## config.mk

```make
export PLATFORM = sky130hd
export DESIGN_NAME = sat_addsub_unit
export DESIGN_NICKNAME = d
export VERILOG_FILES = /design/src/rtl/sat_pkg.sv /design/src/rtl/sat_operand_sel.sv /design/src/rtl/sat_core.sv /design/src/rtl/sat_clamp.sv /design/src/rtl/sat_addsub_unit.sv
export SDC_FILE = /design/constraint.sdc
export NUM_CORES = 1
export LEC_CHECK = 0
export BUFFER_PORTS_ARGS = -buffer_cell sky130_fd_sc_hd__buf_2
export CORE_ASPECT_RATIO = 1.1
export CORE_MARGIN = 10
export CORE_UTILIZATION = 35
export DETAILED_ROUTE_END_ITERATION = 7
export HOLD_SLACK_MARGIN = 0.08
export PLACE_DENSITY = 0.63
export SLEW_MARGIN = 10
export SYNTH_ARGS = -nofsm -noshare
export SYNTH_HDL_FRONTEND = slang
export SYNTH_SLANG_ARGS = --single-unit
export TNS_END_PERCENT = 20
```

## constraint.sdc

```tcl
create_clock -name clk -period 5.5 [get_ports clk]
set_clock_uncertainty 0.05 [all_clocks]
set_input_delay 0.275 -clock clk [delete_from_list [all_inputs] [get_ports clk]]
set_output_delay 0.275 -clock clk [all_outputs]
set_load 0.01 [all_outputs]
```

## src/rtl/sat_pkg.sv

```systemverilog
package sat_pkg;

    typedef enum logic [2:0] {
        OP_ADD_RR = 3'd0,
        OP_ADD_SI = 3'd1,
        OP_SUB_RR = 3'd2,
        OP_SUB_LI = 3'd3,
        OP_RSB_RR = 3'd4
    } sat_op_e;

    // Flag positions inside the status word
    localparam int FLG_Z   = 0;
    localparam int FLG_S   = 1;
    localparam int FLG_OV  = 2;
    localparam int FLG_CY  = 3;
    localparam int FLG_SAT = 4;
    localparam int FLG_CNT = 5;

endpackage

```

## src/rtl/sat_operand_sel.sv

```systemverilog
module sat_operand_sel #(
    parameter int DATA_W      = 32,
    parameter int LONG_IMM_W  = 16,
    parameter int SHORT_IMM_W = 5
) (
    input  logic [2:0]            op,
    input  logic [DATA_W-1:0]     rs1,
    input  logic [DATA_W-1:0]     rs2,
    input  logic [LONG_IMM_W-1:0] imm,
    output logic [DATA_W-1:0]     opnd_x,
    output logic [DATA_W-1:0]     opnd_y,
    output logic                  is_sub,
    output logic                  known
);
    import sat_pkg::*;

    localparam int SHORT_PAD = DATA_W - SHORT_IMM_W;
    localparam int LONG_PAD  = DATA_W - LONG_IMM_W;

    logic [DATA_W-1:0] imm_short_ext;
    logic [DATA_W-1:0] imm_long_ext;

    generate
        if (LONG_PAD > 0) begin : g_long_pad
            assign imm_long_ext = {{LONG_PAD{imm[LONG_IMM_W-1]}}, imm};
        end else begin : g_long_trunc
            assign imm_long_ext = imm[DATA_W-1:0];
        end
    endgenerate

    assign imm_short_ext = {{SHORT_PAD{imm[SHORT_IMM_W-1]}}, imm[SHORT_IMM_W-1:0]};

    // opnd_x: first addend or minuend (drives clamp direction)
    // opnd_y: second addend or subtrahend
    always_comb begin
        opnd_x = rs2;
        opnd_y = '0;
        is_sub = 1'b0;
        known  = 1'b1;
        case (op)
            OP_ADD_RR: begin
                opnd_x = rs1;
                opnd_y = rs2;
            end
            OP_ADD_SI: begin
                opnd_x = imm_short_ext;
                opnd_y = rs2;
            end
            OP_SUB_RR: begin
                opnd_x = rs2;
                opnd_y = rs1;
                is_sub = 1'b1;
            end
            OP_SUB_LI: begin
                opnd_x = rs2;
                opnd_y = imm_long_ext;
                is_sub = 1'b1;
            end
            OP_RSB_RR: begin
                opnd_x = rs1;
                opnd_y = rs2;
                is_sub = 1'b1;
            end
            default: begin
                known = 1'b0;
            end
        endcase
    end

endmodule

```

## src/rtl/sat_core.sv

```systemverilog
module sat_core #(
    parameter int DATA_W = 32
) (
    input  logic [DATA_W-1:0] opnd_x,
    input  logic [DATA_W-1:0] opnd_y,
    input  logic              is_sub,
    output logic [DATA_W-1:0] raw,
    output logic              carry,
    output logic              ovf
);
    localparam int MSB = DATA_W - 1;

    logic [DATA_W:0] wide;

    always_comb begin
        if (is_sub) begin
            wide = {1'b0, opnd_x} - {1'b0, opnd_y};
        end else begin
            wide = {1'b0, opnd_x} + {1'b0, opnd_y};
        end
        raw   = wide[MSB:0];
        // top bit is carry out for add, borrow for subtract
        carry = wide[DATA_W];
        if (is_sub) begin
            ovf = (opnd_x[MSB] != opnd_y[MSB]) && (raw[MSB] != opnd_x[MSB]);
        end else begin
            ovf = (opnd_x[MSB] == opnd_y[MSB]) && (raw[MSB] != opnd_x[MSB]);
        end
    end

endmodule

```

## src/rtl/sat_clamp.sv

```systemverilog
module sat_clamp #(
    parameter int DATA_W = 32
) (
    input  logic [DATA_W-1:0] raw,
    input  logic              ovf,
    input  logic              neg_side,
    output logic [DATA_W-1:0] clamped
);
    localparam logic [DATA_W-1:0] LIM_MIN = {1'b1, {(DATA_W-1){1'b0}}};
    localparam logic [DATA_W-1:0] LIM_MAX = {1'b0, {(DATA_W-1){1'b1}}};

    always_comb begin
        if (!ovf) begin
            clamped = raw;
        end else if (neg_side) begin
            clamped = LIM_MIN;
        end else begin
            clamped = LIM_MAX;
        end
    end

endmodule

```

## src/rtl/sat_addsub_unit.sv

```systemverilog
module sat_addsub_unit #(
    parameter int DATA_W      = 32,
    parameter int PSW_W       = 32,
    parameter int LONG_IMM_W  = 16,
    parameter int SHORT_IMM_W = 5
) (
    input  logic                  clk,
    input  logic                  rst,
    input  logic                  in_valid,
    input  logic [2:0]            in_op,
    input  logic [DATA_W-1:0]     in_rs1,
    input  logic [DATA_W-1:0]     in_rs2,
    input  logic [LONG_IMM_W-1:0] in_imm,
    input  logic [PSW_W-1:0]      in_psw,
    output logic                  out_valid,
    output logic [DATA_W-1:0]     out_result,
    output logic [PSW_W-1:0]      out_psw
);
    import sat_pkg::*;

    localparam int MSB = DATA_W - 1;
    localparam logic [PSW_W-1:0] FLAG_MASK = PSW_W'((1 << FLG_CNT) - 1);
    localparam logic [DATA_W-1:0] LIM_MIN  = {1'b1, {(DATA_W-1){1'b0}}};
    localparam logic [DATA_W-1:0] LIM_MAX  = {1'b0, {(DATA_W-1){1'b1}}};

    typedef struct packed {
        logic              vld;
        logic [DATA_W-1:0] res;
        logic [PSW_W-1:0]  psw;
    } stage_t;

    stage_t stage_d, stage_q;

    logic [DATA_W-1:0] opnd_x, opnd_y, raw, clamped;
    logic              is_sub, known, carry, ovf;

    sat_operand_sel #(
        .DATA_W      (DATA_W),
        .LONG_IMM_W  (LONG_IMM_W),
        .SHORT_IMM_W (SHORT_IMM_W)
    ) u_sel (
        .op     (in_op),
        .rs1    (in_rs1),
        .rs2    (in_rs2),
        .imm    (in_imm),
        .opnd_x (opnd_x),
        .opnd_y (opnd_y),
        .is_sub (is_sub),
        .known  (known)
    );

    sat_core #(.DATA_W(DATA_W)) u_core (
        .opnd_x (opnd_x),
        .opnd_y (opnd_y),
        .is_sub (is_sub),
        .raw    (raw),
        .carry  (carry),
        .ovf    (ovf)
    );

    sat_clamp #(.DATA_W(DATA_W)) u_clamp (
        .raw      (raw),
        .ovf      (ovf),
        .neg_side (opnd_x[MSB]),
        .clamped  (clamped)
    );

    always_comb begin
        stage_d     = stage_q;
        stage_d.vld = in_valid;
        if (in_valid) begin
            stage_d.psw = in_psw;
            if (known) begin
                stage_d.res          = clamped;
                stage_d.psw[FLG_Z]   = (raw == '0);
                stage_d.psw[FLG_S]   = raw[MSB];
                stage_d.psw[FLG_OV]  = ovf;
                stage_d.psw[FLG_CY]  = carry;
                stage_d.psw[FLG_SAT] = in_psw[FLG_SAT] | ovf;
            end else begin
                stage_d.res = in_rs2;
            end
        end
    end

    always_ff @(posedge clk) begin
        if (rst) begin
            stage_q <= '0;
        end else begin
            stage_q <= stage_d;
        end
    end

    assign out_valid  = stage_q.vld;
    assign out_result = stage_q.res;
    assign out_psw    = stage_q.psw;

    // one-cycle valid timing and hold while idle
    a_r1_valid_follows: assert property (@(posedge clk) disable iff (rst)
        in_valid |=> out_valid);
    a_r1_valid_drops: assert property (@(posedge clk) disable iff (rst)
        !in_valid |=> !out_valid);
    a_r1_hold_idle: assert property (@(posedge clk) disable iff (rst)
        !in_valid |=> ($stable(out_result) && $stable(out_psw)));

    // an overflowing known operation lands on a limit value
    a_r3_clamp_limit: assert property (@(posedge clk) disable iff (rst)
        (in_valid && known && ovf) |=> (out_result == LIM_MIN || out_result == LIM_MAX));

    // saturation flag never cleared by an operation
    a_r10_sat_sticky: assert property (@(posedge clk) disable iff (rst)
        (in_valid && in_psw[FLG_SAT]) |=> out_psw[FLG_SAT]);

    // bits outside the flag field pass through
    a_r11_passthru: assert property (@(posedge clk) disable iff (rst)
        in_valid |=> ((out_psw & ~FLAG_MASK) == $past(in_psw & ~FLAG_MASK)));

    // unused codes leave operand and status untouched
    a_r12_unused_code: assert property (@(posedge clk) disable iff (rst)
        (in_valid && !known) |=> (out_result == $past(in_rs2) && out_psw == $past(in_psw)));

endmodule

```

==> tab_implementation.tex, run 1 <==
\begin{tabular}{lr}
\hline
Metric & Value \\
\hline
\multicolumn{2}{l}{\textbf{STA}} \\
\quad Portion of the clock cycle consumed by the worst path in the final layout & 0.9081 \\
\quad Worst Max-Slew Pin Slew & 0.8974 ns \\
\quad Number of setup violations in the final report & 0 \\
\quad Number of hold violations in the final report & 0 \\
\quad Timing-limited maximum frequency & 200.2 MHz \\
\quad Time the final worst path needs with I/O delays and setup & 4.994 ns \\
\quad RSZ-0062 raised after global routing & false \\
\quad Worst hold slack across all endpoints & 0.1284 ns \\
\quad Total negative setup slack & 0 ns \\
\quad Worst relative slew slack & 0.4017 \\
\quad Max Slew Vio Count & 0 \\
\multicolumn{2}{l}{\textbf{Routing}} \\
\quad Vias after detailed routing & 7936 \\
\quad Remaining DRCs & 0 \\
\quad Via density per instance & 5.593 \\
\quad Final WL & 26.17 mm \\
\quad TritonRoute pass-1 iters & 5 \\
\quad 1st-iter DRT viols & 594 \\
\quad Wire per inst & 18.45 um \\
\quad Antenna Nets Post-Route & 0 \\
\multicolumn{2}{l}{\textbf{Critical path}} \\
\quad Cell Chain, Critical Path & clkbuf\_4 -> mux2i\_1 -> a211oi\_1 -> a21oi\_1 -> nand4\_1 -> nor4\_1 -> buf\_4 -> a21o\_1 -> o21ai\_0 -> xor2\_1 -> ha\_1 -> a21o\_1 -> a211oi\_1 -> o21ai\_0 -> a21oi\_1 -> nor2b\_1 -> a211oi\_4 -> mux2\_4 -> a31oi\_1 -> a2111oi\_2 \\
\quad Data arrival at the endpoint of the critical path & 5.17 ns \\
\quad Longest individual stage delay on the worst path & 0.45 ns \\
\quad Crit Path Class & in -> reg \\
\quad Largest fanout of any net on the critical path & 31 \\
\quad Category of the worst setup path launch point & primary input \\
\quad Master of the slowest instance on the critical path & sky130\_fd\_sc\_hd\_\_mux2\_4 \\
\quad Required time worst endpoint & 5.67 ns \\
\quad Critical Path Sink Type & flip-flop \\
\multicolumn{2}{l}{\textbf{Final layout}} \\
\quad Number of nets in the finished design & 1316 \\
\quad Final core area utilization & 0.4411 \\
\quad Filler cell count & 2079 \\
\quad Commonest cells after routing, fill and taps aside & 182 x sky130\_fd\_sc\_hd\_\_nor2\_1, 180 x sky130\_fd\_sc\_hd\_\_buf\_2, 159 x sky130\_fd\_sc\_hd\_\_a21oi\_1, 65 x sky130\_fd\_sc\_hd\_\_dfxtp\_1, 50 x sky130\_fd\_sc\_hd\_\_nand2\_1 \\
\quad Final standard cell area without fillers & 0.008821 sq mm \\
\quad Synthesis-to-layout area growth & 23.23\% \\
\quad Leading cell type in the layout, fill and taps excluded & sky130\_fd\_sc\_hd\_\_nor2\_1 \\
\quad Share of layout cells above drive strength 1 & 0.2532 \\
\multicolumn{2}{l}{\textbf{Clocking}} \\
\quad Clock root buffer & sky130\_fd\_sc\_hd\_\_clkbuf\_16 \\
\quad Post-CTS setup buffers & 0 \\
\quad CTS HTree Levels & 3 \\
\quad Number of buffers inserted for hold repair after clock tree synthesis & 0 \\
\quad Total clock buffers created by CTS & 9 \\
\quad Clk\_lat worst skew & 0.33 ns \\
\quad Clock slew at reported path FFs & 0.06 ns \\
\quad Clk sinks & 65 \\
\quad Clock Tree Buf Depth & 2 \\
\quad CTS tree & done \\
\quad Total of cells resized after clock tree synthesis & 0 \\
\multicolumn{2}{l}{\textbf{Logic synthesis}} \\
\quad Fraction of synthesis flops using an asynchronous set or reset pin & 0 \\
\quad Synthesized netlist net count & 1148 \\
\quad Distinct cell type count after synthesis & 67 \\
\quad Flip-flop cell with the highest count after synthesis & sky130\_fd\_sc\_hd\_\_dfxtp\_1 \\
\quad Synthesized area per cell & 7.216 sq um \\
\quad Count of yosys warnings during synthesis & 0 \\
\quad Area of the mapped netlist & 0.007158 sq mm \\
\quad Post-synth EDFFs & 0 \\
\quad Cell count after synthesis & 992 \\
\quad Synth Register Bits & 65 \\
\quad Proportion of synthesized chip area in sequential cells & 0.1818 \\
\multicolumn{2}{l}{\textbf{Place}} \\
\quad DP HPWL & 20.87 mm \\
\quad Number of buffers added on ports & 182 \\
\quad Routability cong. & 0.9600 \\
\quad Placed Area & 0.008522 sq mm \\
\multicolumn{2}{l}{\textbf{Floorplanning}} \\
\quad Floorplan die width & 156.4 um \\
\quad Starting Density & 0.3579 \\
\quad Core area & 0.02000 sq mm \\
\quad Die H & 170.0 um \\
\quad Die Footprint & 0.02658 sq mm \\
\quad Top Ports & 183 \\
\quad Number of placement rows & 54 \\
\multicolumn{2}{l}{\textbf{Power}} \\
\quad Total power consumption of the routed design & 2.524 mW \\
\quad Max VDD drop & 0.0002090 V \\
\quad Total power divided by cell area & 286.2 mW/mm\^{}2 \\
\quad Leak pwr & 3.935 nW \\
\multicolumn{2}{l}{\textbf{Global routing}} \\
\quad Grt total ovfl & 0 \\
\quad Pin count of the biggest net entering global routing & 67 \\
\quad Antenna violations before repair & 2 \\
\quad First-pass GRT wire length & 41.05 mm \\
\quad Number of global-route vias before repair & 7687 \\
\quad Tot GR Track Use & 0.1868 \\
\multicolumn{2}{l}{\textbf{Status}} \\
\quad Status & finished clean \\
\multicolumn{2}{l}{\textbf{Hold path}} \\
\quad Worst hold path type & in -> reg \\
\multicolumn{2}{l}{\textbf{Flow run}} \\
\quad Maximum capacitance violations & 0 \\
\hline
\end{tabular}
-- cells in the mapped netlist, drive strengths merged (9+ instances only) --
library cell,instances,area [sq um]
nor2,183,686.9
a21oi,160,800.8
dfxtp,65,1301
nand2,50,187.7
mux2i,48,480.5
clkbuf,43,161.4
o21ai,38,190.2
ha,37,462.9
a2111oi,32,468.0
buf,32,161.4
xor2,31,271.5
nand2b,24,150.1
a211oi,22,195.2
inv,21,78.83
xnor2,20,175.2
nor3,19,100.1
a311oi,18,157.7
a21o,14,105.1
nand4,12,75.07
nand3,10,50.05
a31oi,9,56.30
o211ai,9,81.33
o21a,9,67.56
-- through the flow --
stage	setup slack [ns]	instances
3_5_place_dp	0.1473	1401
6_report	0.5056	1419
5_1_grt	0.07699	1419
4_1_cts	0.4390	1417
2_1_floorplan	0.5771	992
3_3_place_gp	0.1468	1401
-- final cells by class --
type                            instances  area [sq um]  share of cell area
Inverter                               21         78.83            0.008936
Timing Repair Buffer                  232          1341              0.1521
Sequential cell                        65          1301              0.1475
Antenna cell                            2         5.005           0.0005674
Tap cell                              252         315.3             0.03574
Clock inverter                          5         38.79            0.004397
Multi-Input combinational cell        831          5488              0.6221
Clock buffer                           11         252.7             0.02865
-- state kept, by name, summed over array words and instances (netlist names) --
name,cells
out_psw,32
out_valid,1
out_result,32
-- critical path: cells and delay by family --
kind / cells / cell delay (ns)
AOI/OAI and AO/OA: 11 / 2.36
and+or+nand+nor: 3 / 0.80
muxes: 2 / 0.70
buffers and inverters: 2 / 0.51
adders and majority gates: 1 / 0.28
xor gates and xnor gates: 1 / 0.22
-- kinds of logic after synthesis --
family / Yosys count / synth area share
flops: 65 / 0.1818
fa+ha+maj: 38 / 0.06747
xor+xnor: 51 / 0.06240
compound gates: 357 / 0.3517
buf+inv: 96 / 0.05611
mux: 50 / 0.07079
simple gates: 335 / 0.2098
-- per-layer routing --
layer  GRT usage  wire length (um)  vias to the layer above
met5           0                 0                        -
met4     0.03737               327                        0
met3     0.05043              2339                       27
met2      0.2814             11220                      293
met1      0.2609             12290                     3629
li1            -                 -                     3987
-- worst paths after layout --
path	end	startpoint	slack, ns	cells past startpoint
max	out_result[9]$_SDFFE_PP0P_	in_op[0]	0.51	20
min	out_psw[28]$_SDFFE_PP0P_	in_psw[28]	0.13	3
min reg2reg	out_psw[27]$_SDFFE_PP0P_	out_psw[27]$_SDFFE_PP0P_	0.44	2
max reg2reg	out_psw[0]$_SDFFE_PP0P_	out_psw[0]$_SDFFE_PP0P_	3.32	8
-- power by group --
part	total [mW]	switching [mW]	internal, mW
Clock	0.549	0.217	0.332
Sequential	0.548	0.0275	0.520
Combinational	1.43	0.857	0.571
(Power assumes the default switching activity.)
==> run 2, diff against run 1 <==
--- a/config.mk
+++ b/config.mk
@@ -5,13 +5,14 @@
 export SDC_FILE = /design/constraint.sdc
 export NUM_CORES = 1
 export LEC_CHECK = 0
+export ABC_AREA = 1
 export BUFFER_PORTS_ARGS = -buffer_cell sky130_fd_sc_hd__buf_2
 export CORE_ASPECT_RATIO = 1.1
 export CORE_MARGIN = 10
 export CORE_UTILIZATION = 35
 export DETAILED_ROUTE_END_ITERATION = 7
 export HOLD_SLACK_MARGIN = 0.08
-export PLACE_DENSITY = 0.63
+export PLACE_DENSITY = 0.62
 export SLEW_MARGIN = 10
 export SYNTH_ARGS = -nofsm -noshare
 export SYNTH_HDL_FRONTEND = slang
==> run 2 against run 1 <==
Clock-buffer cell count increased by 2. First-iteration DRC count increased by 17%. Sequential cell count is the same. Worst hold slack better by 0.0034 ns. Synthesized cell count up 48%. Cell count grew 35%. Maximum frequency is 8.4% higher. Largest cell class unchanged. Largest power group unchanged. Critical path type unchanged. Synthesized area increased by 7.7%. Critical path depth is 10 higher.
==> tab_implementation.tex, run 2 <==
\begin{tabular}{lr}
\hline
Metric & Value \\
\hline
\multicolumn{2}{l}{\textbf{Floorplanning}} \\
\quad Number of placement rows & 56 (+3.7\%) \\
\quad Starting Density & 0.3585 (+0.0006185) \\
\quad Top Ports & 183 (unchanged) \\
\quad Die H & 175.7 um (+3.4\%) \\
\quad Core area & 0.02151 sq mm (+7.6\%) \\
\quad Die Footprint & 0.02838 sq mm (+6.8\%) \\
\quad Floorplan die width & 161.5 um (+3.3\%) \\
\multicolumn{2}{l}{\textbf{Place}} \\
\quad Number of buffers added on ports & 182 (unchanged) \\
\quad Routability cong. & 1.023 (+6.6\%) \\
\quad DP HPWL & 23.45 mm (+12\%) \\
\quad Count of placed standard cells including taps & 1898 (+35\%) \\
\quad Post-Place Setup Slack & 0.5669 ns (+0.4196 ns) \\
\multicolumn{2}{l}{\textbf{Final layout}} \\
\quad Synthesis-to-layout area growth & 18.49\% \\
\quad Antenna Diode Count & 0 (-2) \\
\quad Commonest cells after routing, fill and taps aside & 503 x sky130\_fd\_sc\_hd\_\_nand2\_1, 255 x sky130\_fd\_sc\_hd\_\_inv\_1, 192 x sky130\_fd\_sc\_hd\_\_nor2\_1, 182 x sky130\_fd\_sc\_hd\_\_buf\_2, 73 x sky130\_fd\_sc\_hd\_\_o21ai\_0 \\
\quad Final std cells w/o fill & 1914 (+35\%) \\
\quad Final core area utilization & 0.4248 (-0.01622) \\
\quad Leading cell type in the layout, fill and taps excluded & sky130\_fd\_sc\_hd\_\_nand2\_1 \\
\quad Filler cell count & 2465 (+19\%) \\
\quad Number of nets in the finished design & 1775 (+35\%) \\
\quad Share of layout cells above drive strength 1 & 0.1521 (-0.1011) \\
\multicolumn{2}{l}{\textbf{Critical path}} \\
\quad Master of the slowest instance on the critical path & sky130\_fd\_sc\_hd\_\_nand2\_1 \\
\quad Most numerous cell on the critical path & sky130\_fd\_sc\_hd\_\_nand2\_1 \\
\quad Largest fanout of any net on the critical path & 31 (unchanged) \\
\quad Category of the worst setup path launch point & primary input \\
\quad Required time worst endpoint & 5.69 ns (+0.02 ns) \\
\quad Crit Path Class & in -> reg \\
\quad Longest individual stage delay on the worst path & 0.51 ns (+0.06 ns) \\
\quad Data arrival at the endpoint of the critical path & 4.80 ns (-0.37 ns) \\
\quad Critical Path Sink Type & flip-flop \\
\multicolumn{2}{l}{\textbf{Clocking}} \\
\quad CTS HTree Levels & 3 (unchanged) \\
\quad Clk\_lat worst skew & 0.32 ns (about the same) \\
\quad Clock root buffer & sky130\_fd\_sc\_hd\_\_clkbuf\_16 \\
\quad Clock Tree Buf Depth & 2 (unchanged) \\
\quad Clock slew at reported path FFs & 0.05 ns (about the same) \\
\quad Post-CTS setup buffers & 0 (unchanged) \\
\quad Clk sinks & 65 (unchanged) \\
\quad Number of buffers inserted for hold repair after clock tree synthesis & 0 (unchanged) \\
\quad Total of cells resized after clock tree synthesis & 0 (unchanged) \\
\quad CTS tree & done \\
\quad Total clock buffers created by CTS & 9 (unchanged) \\
\multicolumn{2}{l}{\textbf{STA}} \\
\quad Total negative setup slack & 0 ns (unchanged) \\
\quad Time the final worst path needs with I/O delays and setup & 4.607 ns (-0.3878 ns) \\
\quad Worst Max-Slew Pin Slew & 1.032 ns (+0.1351 ns) \\
\quad Max Slew Vio Count & 0 (unchanged) \\
\quad Worst relative slew slack & 0.3107 (-0.09107) \\
\quad PnR worst setup slack & 0.8935 ns (+0.3878 ns) \\
\quad Timing-limited maximum frequency & 217.1 MHz (+8.4\%) \\
\quad RSZ-0062 raised after global routing & false \\
\quad Number of setup violations in the final report & 0 (unchanged) \\
\quad Number of hold violations in the final report & 0 (unchanged) \\
\quad Portion of the clock cycle consumed by the worst path in the final layout & 0.8376 (-0.07052) \\
\multicolumn{2}{l}{\textbf{Routing}} \\
\quad Remaining DRCs & 0 (unchanged) \\
\quad Via density per instance & 4.778 (-15\%) \\
\quad Vias after detailed routing & 9146 (+15\%) \\
\quad Final WL & 27.92 mm (+6.7\%) \\
\quad 1st-iter DRT viols & 694 (+17\%) \\
\quad Antenna Nets Post-Route & 0 (unchanged) \\
\quad TritonRoute pass-1 iters & 5 (unchanged) \\
\quad Wire per inst & 14.59 um (-21\%) \\
\multicolumn{2}{l}{\textbf{Logic synthesis}} \\
\quad Synthesized netlist net count & 1620 (+41\%) \\
\quad Fraction of synthesis flops using an asynchronous set or reset pin & 0 (unchanged) \\
\quad Cell with the most instances after synthesis & sky130\_fd\_sc\_hd\_\_nand2\_1 \\
\quad Largest area contributor in the synthesized netlist & sky130\_fd\_sc\_hd\_\_nand2\_1 \\
\quad Distinct cell type count after synthesis & 37 (-45\%) \\
\quad Most numerous cell types in the synthesized netlist & 503 x sky130\_fd\_sc\_hd\_\_nand2\_1, 255 x sky130\_fd\_sc\_hd\_\_inv\_1, 192 x sky130\_fd\_sc\_hd\_\_nor2\_1, 73 x sky130\_fd\_sc\_hd\_\_o21ai\_0, 65 x sky130\_fd\_sc\_hd\_\_dfxtp\_1 \\
\quad Count of yosys warnings during synthesis & 0 (unchanged) \\
\quad Top post-synthesis cells by area & sky130\_fd\_sc\_hd\_\_nand2\_1 24\%, sky130\_fd\_sc\_hd\_\_dfxtp\_1 17\%, sky130\_fd\_sc\_hd\_\_inv\_1 12\% \\
\quad Synth Register Bits & 65 (unchanged) \\
\quad Cell count after synthesis & 1464 (+48\%) \\
\quad Fraction of post-synthesis cell area in the top cell type by area & 0.2448 (+0.06302) \\
\quad Area of the mapped netlist & 0.007712 sq mm (+7.7\%) \\
\quad Flip-flop cell with the highest count after synthesis & sky130\_fd\_sc\_hd\_\_dfxtp\_1 \\
\quad Proportion of synthesized chip area in sequential cells & 0.1687 (-0.01306) \\
\quad Synthesized area per cell & 5.268 sq um (-27\%) \\
\quad Post-synth EDFFs & 0 (unchanged) \\
\multicolumn{2}{l}{\textbf{Power}} \\
\quad Max VDD drop & 0.0001478 V (-29\%) \\
\quad Total power divided by cell area & 280.9 mW/mm\^{}2 (-1.9\%) \\
\quad Leak pwr & 5.418 nW (+38\%) \\
\multicolumn{2}{l}{\textbf{Hold path}} \\
\quad Worst hold path type & in -> reg \\
\multicolumn{2}{l}{\textbf{Global routing}} \\
\quad Grt total ovfl & 0 (unchanged) \\
\quad Tot GR Track Use & 0.1887 (+0.001855) \\
\quad Antenna violations before repair & 0 (-2) \\
\quad Pin count of the biggest net entering global routing & 68 (+1.5\%) \\
\quad Number of global-route vias before repair & 8577 (+12\%) \\
\quad First-pass GRT wire length & 44.47 mm (+8.3\%) \\
\multicolumn{2}{l}{\textbf{Status}} \\
\quad Status & finished clean \\
\multicolumn{2}{l}{\textbf{Flow run}} \\
\quad Maximum capacitance violations & 0 (unchanged) \\
\hline
\end{tabular}
==> run 2: changes by cell type after synthesis, moves of 18 or more <==
cell                        previous run  this run
sky130_fd_sc_hd__nand2_1              50       503
sky130_fd_sc_hd__inv_1                21       255
sky130_fd_sc_hd__a21oi_1             160        62
sky130_fd_sc_hd__nand3_1              10        61
sky130_fd_sc_hd__mux2i_1              48         0
sky130_fd_sc_hd__o21ai_0              35        73
sky130_fd_sc_hd__a2111oi_2            30         0
sky130_fd_sc_hd__nand2b_1             24         0
sky130_fd_sc_hd__o22ai_1               6        28
sky130_fd_sc_hd__a211oi_1             19         0
sky130_fd_sc_hd__a311oi_1             18         0
==> run 2: cell families (layout without fill, tap and decap cells) <==
kind of cell             Yosys count  after routing  share of synthesized area
adder cells (fa/ha/maj)           38             38                    0.06262
AO/OA/AOI/OAI                    194            194                     0.1392
flip-flops                        65             65                     0.1687
XOR/XNOR                          34             34                    0.03861
buffers and inverters            316            476                     0.1575
AND/OR/NAND/NOR                  817            817                     0.4333
==> run 2: final cells by class <==
| type | instances | area (sq um) | share of cell area |
|---|---|---|---|
| multi-input combinational | 1083 | 5196 | 0.5686 |
| sequential | 65 | 1301 | 0.1424 |
| inverter | 269 | 1010 | 0.1105 |
| timing repair buffer | 191 | 978.4 | 0.1071 |
| tap | 290 | 362.8 | 0.03970 |
| clock buffer | 13 | 250.2 | 0.02738 |
| clock inverter | 3 | 40.04 | 0.004381 |
==> run 2: final timing paths <==
| path | end | startpoint | cells past startpoint | slack [ns] |
|---|---|---|---|---|
| setup reg to reg | out_result[3]$_SDFFE_PP0P_ | out_result[3]$_SDFFE_PP0P_ | 2 | 4.78 |
| setup / recovery | out_result[3]$_SDFFE_PP0P_ | in_op[1] | 30 | 0.89 |
| hold / removal | out_psw[24]$_SDFFE_PP0P_ | in_psw[24] | 3 | 0.13 |
| hold reg to reg | out_result[1]$_SDFFE_PP0P_ | out_result[1]$_SDFFE_PP0P_ | 2 | 0.41 |
==> run 2: per-stage QoR <==
step	hold slack, ns	total power [mW]	cell area (sq um)
2_1_floorplan	0.3599	1.607	7712
3_3_place_gp	0.4026	2.013	8848
3_5_place_dp	0.4017	2.013	8848
4_1_cts	0.1200	2.573	9139
5_1_grt	0.1356	2.812	9139
6_report	0.1318	2.567	9139
==> run 2: critical path, delay by kind of cell <==
family	cells	cell delay, ns
buf+inv	5	0.81
compound gates	3	0.54
fa+ha+maj	1	0.37
simple gates	21	2.76
==> run 2: metal layers <==
layer	wire [um]	global-route usage
met5	0	0
met3	1955	0.02970
met4	365	0.04363
met1	13580	0.2631
met2	12020	0.2967
==> run 2: power breakdown <==
group / internal [mW] / leakage (nW) / switching, mW / total, mW
Sequential: 0.524 / 0.539 / 0.0240 / 0.548
Combinational: 0.499 / 4.74 / 0.971 / 1.47
Clock: 0.362 / 0.144 / 0.187 / 0.549
Total: 1.38 / 5.42 / 1.18 / 2.57
